--- config.mk ---
export PLATFORM = sky130hd
export DESIGN_NAME = swallow_divider
export DESIGN_NICKNAME = d
export VERILOG_FILES = /design/src/rtl/swallow_divider.sv
export SDC_FILE = /design/constraint.sdc
export NUM_CORES = 1
export LEC_CHECK = 0
export ABC_AREA = 1
export BUFFER_PORTS_ARGS = -buffer_cell sky130_fd_sc_hd__buf_2
export CAP_MARGIN = 25
export CORE_MARGIN = 10
export CORE_UTILIZATION = 53
export DETAILED_ROUTE_END_ITERATION = 6
export GPL_TIMING_DRIVEN = 0
export PLACE_DENSITY = 0.87
export SYNTH_ARGS = -nofsm -noshare
export SYNTH_HDL_FRONTEND = slang
export SYNTH_SLANG_ARGS = --single-unit
--- constraint.sdc ---
create_clock -name clk_vco -period 1.7 [get_ports clk_vco]
set_input_delay 0.255 -clock clk_vco [delete_from_list [all_inputs] [get_ports clk_vco]]
set_output_delay 0.255 -clock clk_vco [all_outputs]
set_load 0.005 [all_outputs]
--- src/rtl/swallow_divider.sv ---
module swallow_divider #(
  parameter bit HIGH_BAND = 1'b0,
  parameter int A_W = 7,
  parameter int N_W = 11,
  parameter int N_MIN = 3
) (
  input  logic           clk_vco,
  input  logic           rst_n,
  input  logic [A_W-1:0] swallow_a,
  input  logic [N_W-1:0] main_n,
  input  logic           band_sel,
  output logic           div_pulse,
  output logic           ratio_err
);
  localparam int P_SMALL = HIGH_BAND ? 64 : 32;
  localparam int P_LARGE = 2 * P_SMALL;
  localparam int PC_W = $clog2(P_LARGE + 2);

  logic           armed;
  logic [PC_W-1:0] pre_cnt;
  logic [PC_W-1:0] p_q;
  logic [A_W-1:0]  a_rem;
  logic [N_W-1:0]  n_rem;
  logic            pulse_q;
  logic            err_q;

  wire [N_W-1:0]  n_eff    = (main_n < N_W'(N_MIN)) ? N_W'(N_MIN) : main_n;
  wire [PC_W-1:0] p_in     = band_sel ? PC_W'(P_SMALL) : PC_W'(P_LARGE);
  wire            a_too_big = N_W'(swallow_a) > n_eff;
  wire [PC_W-1:0] top_pre  = (a_rem != '0) ? p_q : p_q - 1'b1;
  wire            pre_wrap = armed && (pre_cnt == top_pre);
  wire            last     = pre_wrap && (n_rem == N_W'(1));

  always_ff @(posedge clk_vco) begin
    if (!rst_n) begin
      armed   <= 1'b0;
      pre_cnt <= '0;
      p_q     <= '0;
      a_rem   <= '0;
      n_rem   <= '0;
      pulse_q <= 1'b0;
      err_q   <= 1'b0;
    end else if (!armed || last) begin
      armed   <= 1'b1;
      pre_cnt <= '0;
      p_q     <= p_in;
      a_rem   <= swallow_a;
      n_rem   <= n_eff;
      err_q   <= a_too_big;
      pulse_q <= last;
    end else begin
      pulse_q <= 1'b0;
      if (pre_wrap) begin
        pre_cnt <= '0;
        n_rem   <= n_rem - 1'b1;
        if (a_rem != '0) a_rem <= a_rem - 1'b1;
      end else begin
        pre_cnt <= pre_cnt + 1'b1;
      end
    end
  end

  assign div_pulse = pulse_q;
  assign ratio_err = err_q;
endmodule


# Word-level counts from Yosys, hierarchy flattened
# Cells that the tools add are included.
# W data, S select, Z words.
[word_totals] output_inout_bits=2 in_bits=21 reg_bits=35
[classes] magnitude_cmp=2 bitwise_logic=1 n_mux=8 n_eq_ne=2 reduce_logical=10 n_addsub=4
[op_table] operator="$mux W7" n=5
[op_table] operator="$mux W11" n=3
[op_table] operator="$sub A7 B1 Y7 const B" n=2
[op_table] operator="$eq A11 B1 Y1 const B" n=1
[op_table] operator="$gt A7 B11 Y1" n=1
[op_table] operator="$lt A11 B2 Y1 const B" n=1
[op_table] operator="$sub A11 B1 Y11 const B" n=1
[op_table] operator="$add A7 B1 Y7 const B" n=1
[op_table] operator="$eq A7 B7 Y1" n=1
[op_table] operator="$reduce_bool A7 Y1" n=1
[op_table] operator="$reduce_and A2 Y1" n=2
[op_table] operator="$reduce_bool A2 Y1" n=2
[op_table] operator="$reduce_or A3 Y1" n=1
[op_table] operator="$logic_and A1 B1 Y1" n=2
[op_table] operator="$logic_not A1 Y1" n=1
[op_table] operator="$logic_or A1 B1 Y1" n=1
[op_table] operator="$not A1 Y1" n=1

# Logic depth before layout (Yosys ltp)
[logic_depth] word_depth=8 ltp_mapped=14 depth_no_buf=14

# Worst setup path after synthesis
# OpenSTA, ideal clock, no wires.
[synth_path] path_type="register to register" start="register a_rem[0]" end="register a_rem[1]" period_less_slack_ns=1.713 setup_ns=0.134 t_arrival_ns=1.580 path_buffers=1 stages_incl_launch_ff=14 path_slack_ns=-0.013 t_required_ns=1.566 cell_sequence="dfxtp_1 inv_1 ha_1 inv_2 nor2_2 nand3_2 nor2_1 nor2_2 nand4_4 nand2_4 buf_6 nand2_1 o21ai_1 a21oi_1"
[synth_via] elab_chain_cells=8 word_cells_on_any_way=13 classes_between="1 x add/sub; 1 x eq/ne; 4 x mux; 7 x reduce/logical"
[synth_lines] element="start: declaration" line_no="22" source="logic [A_W-1:0] a_rem;"
[synth_lines] element="start signal: assignment" line_no="47" source="a_rem <= swallow_a;"
[synth_lines] element="start signal: assignment" line_no="56" source="if (a_rem != '0) a_rem <= a_rem - 1'b1;"
[synth_lines] element="$reduce_bool A7 Y1" line_no="30, 56"
[synth_lines] element="$mux W7" line_no="30" source="wire [PC_W-1:0] top_pre = (a_rem != '0) ? p_q : p_q - 1'b1;"
[synth_lines] element="$eq A7 B7 Y1" line_no="31" source="wire pre_wrap = armed && (pre_cnt == top_pre);"
[synth_lines] element="$logic_and A1 B1 Y1" line_no="31"
[synth_lines] element="$logic_and A1 B1 Y1" line_no="32" source="wire last = pre_wrap && (n_rem == N_W'(1));"
[synth_lines] element="$logic_or A1 B1 Y1" line_no="43" source="end else if (!armed || last) begin"
[synth_lines] element="$reduce_bool A2 Y1 (no source line)"
[synth_lines] element="$reduce_and A2 Y1 (no source line)"
# Parallel ways exist; a longest one is shown, timed or not. The select of a mux whose other input is x is not followed.
# A chain may end at the register's enable or synchronous reset.

# Worst setup path in the final report
[layout_path] start="register a_rem[1]" end="register a_rem[0]"
[layout_via] elab_chain_cells=8 word_cells_on_any_way=10 classes_between="1 x eq/ne; 2 x mux; 7 x reduce/logical"
[layout_lines] element="$reduce_bool A7 Y1 (*)" line_no="30, 56"
[layout_lines] element="$mux W7" line_no="30"
[layout_lines] element="$eq A7 B7 Y1" line_no="31"
[layout_lines] element="$logic_and A1 B1 Y1" line_no="31"
[layout_lines] element="$logic_and A1 B1 Y1" line_no="32"
[layout_lines] element="$logic_or A1 B1 Y1" line_no="43"
[layout_lines] element="$reduce_bool A2 Y1 (no source line)"
[layout_lines] element="$reduce_and A2 Y1 (no source line)"
# Mark *: on every way between the ends. The rest lies on a longest branch, timed or not.

==> summary.txt <==
Worst setup path
  – CP Data Arrival Time: 1990 ps
  – Crit Path Max Fanout: 6
  – R2r setup slk: -140 ps
  – Setup crit start kind: flip-flop
  – FF-to-FF End: a_rem[0]
  – Critical Path Sink Type: flip-flop
  – CP Class: flip-flop to flip-flop
  – Reg2reg path depth: 14
  – Crit Reg-Reg Startpoint: a_rem[1]
  – CP Data Required Time: 1860 ps

Drt
  – Avg WL per Cell: 15.7 um
  – M1 wire length: 2370 um
  – DR iter-0 viols: 184
  – Initial DRT Pass Iterations: 5
  – Vias: 2,268
  – ANT nets after route: 0
  – DR WL met2: 3270 um
  – Routed wire length: 6330 um
  – Vias per Instance: 5.61
  – # DRC: 0
  – Top layer in use: met4
  – Met3 wire length: 442 um

Floorplanning
  – Die Width: 81.8 um
  – Core Region: 3690 um2
  – Die ar.: 6690 um2
  – Initial Utilization: 54.9%
  – Die Y: 81.8 um
  – Row Count: 22
  – I/O pins: 23

Global routing
  – Number of global-route vias before repair: 2,209
  – Congestion Overflow GR: 0
  – Largest net degree at the start of global routing: 11
  – Antenna violations before repair: 0
  – First-pass GRT wire length: 9520 um
  – GRT Util Overall: 18.0%

Finish
  – Register Area: 612 um2
  – Most frequent cells in the layout: 72 x nand2_1, 39 x inv_1, 25 x dfxtp_1
  – Synth-to-Final Area Change: 33.4%
  – Final instance area: 2700 um2
  – Most common cell after layout, fill and taps aside: nand2_1
  – Antenna cells: 0
  – Layout Nets: 387
  – Footprint of the multi-input gates: 1410 um2
  – Share of cells above drive strength 1: 34.3%
  – Fillers: 265

Yosys
  – Flops & latches, synth: 30
  – Syn Inst Count: 305
  – Synthesized cell area: 2020 um2
  – Syn nets: 337
  – Sequential area share after synthesis: 29.7%
  – Post-synthesis average cell area: 6.64 um2
  – Library cells used by synthesis: 30
  – Ys Warns: 0

CTS
  – Clock Root Buffer: clkbuf_8
  – CTS buffer count: 5
  – H-tree Lvls: 2
  – Latest clock arrival within the worst-skew pair: 290 ps
  – Hold Buf Count CTS: 0
  – Clock Tree Buf Depth: 2
  – CTS tree: yes
  – Clock sink count: 30
  – Worst-path clk slew: 70 ps

Timing
  – Setup TNS: -1950 ps
  – Clk_skew: 5.37 ps
  – Final-report max-slew violation count: 0
  – Final min period: 1840 ps
  – # setup viols final: 23
  – Worst Tran Pin Value: 549 ps
  – Slew HR: 63.4%
  – Final hold violations: 0
  – Maximum clock frequency: 0.545 GHz
  – Post-route setup slack: -136 ps
  – Post-route clock period utilization: 108%
  – RSZ-0062 raised after global routing: yes

Status
  – Failing checks: setup timing
  – Outcome: finished, violations left

Power
  – Max VDD drop: 0.602 mV
  – Lkg Pwr: 1.31 nW
  – Power Density: 806 nW/um2

Placed design
  – Gpl congestion: 0.882
  – Hpwl dp: 3690 um
  – DP Area: 2190 um2
  – IO buf count: 21

Hold path
  – Hold Crit Class: input pin to flip-flop
  – Hold EP: armed
  – Worst hold start: rst_n
  – Hold path depth: 1

Run
  – Max_cap viols: 0
==> critical path, cell delays in order, from the launching register on <==
cell and delay (ps):
dfxtp_2 330, inv_2 60, ha_4 170, inv_4 50
nor2_4 110, nand3_4 130, nand2_4 100, nand2_4 70
nand4_4 140, nand2_8 110, buf_6 160, nand2_2 50
nand2_2 50, nor2_2 130, nor2_1 50
==> cell usage after synthesis <==
cell type,instances,area (um2)
nand2_4,1,11.3
nor2_4,1,11.3
nor2_2,7,43.8
nor3b_2,2,25.0
o21ai_1,7,35.0
nand2_2,2,12.5
xnor2_1,2,17.5
nand2_1,88,330
nand3_2,2,20.0
dfxtp_1,30,601
nor3_1,6,30.0
clkbuf_1,2,7.51
inv_2,3,11.3
nor4_1,1,6.26
o21ai_0,5,25.0
nand4_1,8,50.1
inv_4,1,6.26
a21oi_1,12,60.1
a211oi_1,1,7.51
ha_1,11,138
nand3_1,19,95.1
o2111ai_1,1,8.76
o21ai_2,1,8.76
o31ai_1,1,7.51
buf_2,1,5.00
nand4_4,1,21.3
buf_6,4,45.0
xor2_1,13,114
inv_1,43,161
nor2_1,29,109
==> cell type report <==
cell class	instances	share of cell area (%)
timing repair buffer	43	10.6
sequential	30	22.6
inverter	47	6.90
tap	48	2.22
clock inverter	1	0.185
clock buffer	7	3.20
multi-input combinational	221	52.2
buffer	7	2.13
==> per-stage QoR <==
stage | cells | power [mW] | hold WS [ps] | utilization [%] | worst slack, ps
floorplan | 305 | 1.20 | 345 | - | 12.3
global placement | 374 | 1.30 | 350 | 59.4 | -195
detailed placement | 374 | 1.32 | 351 | 59.4 | -269
CTS | 400 | 2.04 | 55.3 | 67.8 | -41.2
global route | 404 | 2.28 | 70.8 | 73.2 | -256
finish | 404 | 2.18 | 55.4 | 73.2 | -136
==> routing by layer <==
metal,vias up,global-route usage [%]
met4,0,9.18
li1,1063,-
met3,37,4.69
met2,126,31.1
met1,1042,19.9
met5,-,0
==> cells by family after synthesis <==
kind of cell               Yosys count  share of synthesized area (%)
DFF                                 30                           29.7
AOI/OAI and AO/OA                   28                           7.54
buffers and inverters               54                           11.7
adders and majority gates           11                           6.80
and+or+nand+nor                    167                           37.8
xor gates and xnor gates            15                           6.49
==> timing repair <==
item / in CTS / in global routing
endpoints found under the hold margin: 0 / 0
pin swaps: 23 / 20
resized for setup: 25 / 49
cloned: 1 / 1
setup endpoints to repair: 28 / 28
setup buffers: 17 / 3
==> power by group <==
group	total [mW]	leakage [nW]	switching, mW	internal [mW]
clock network	0.609	0.0482	0.282	0.326
logic	0.754	1.01	0.447	0.307
registers	0.814	0.249	0.0575	0.757
total	2.18	1.31	0.787	1.39
==> flip-flops by register name (all words and copies together), names as in the netlist <==
register / count
pre_cnt: 7
n_rem: 11
div_pulse: 1
a_rem: 7
p_q: 2
armed: 1
ratio_err: 1
==> worst max path at each step <==
stage	from	endpoint	depth (start not counted)
2_1_floorplan	a_rem[0]	a_rem[1]	13
3_3_place_gp	a_rem[0]	a_rem[1]	12
3_5_place_dp	a_rem[0]	a_rem[3]	12
4_1_cts	a_rem[3]	a_rem[3]	11
5_1_grt	armed	a_rem[1]	8
6_report	a_rem[1]	a_rem[0]	14
Note: power is estimated with default switching activity, not from simulation.
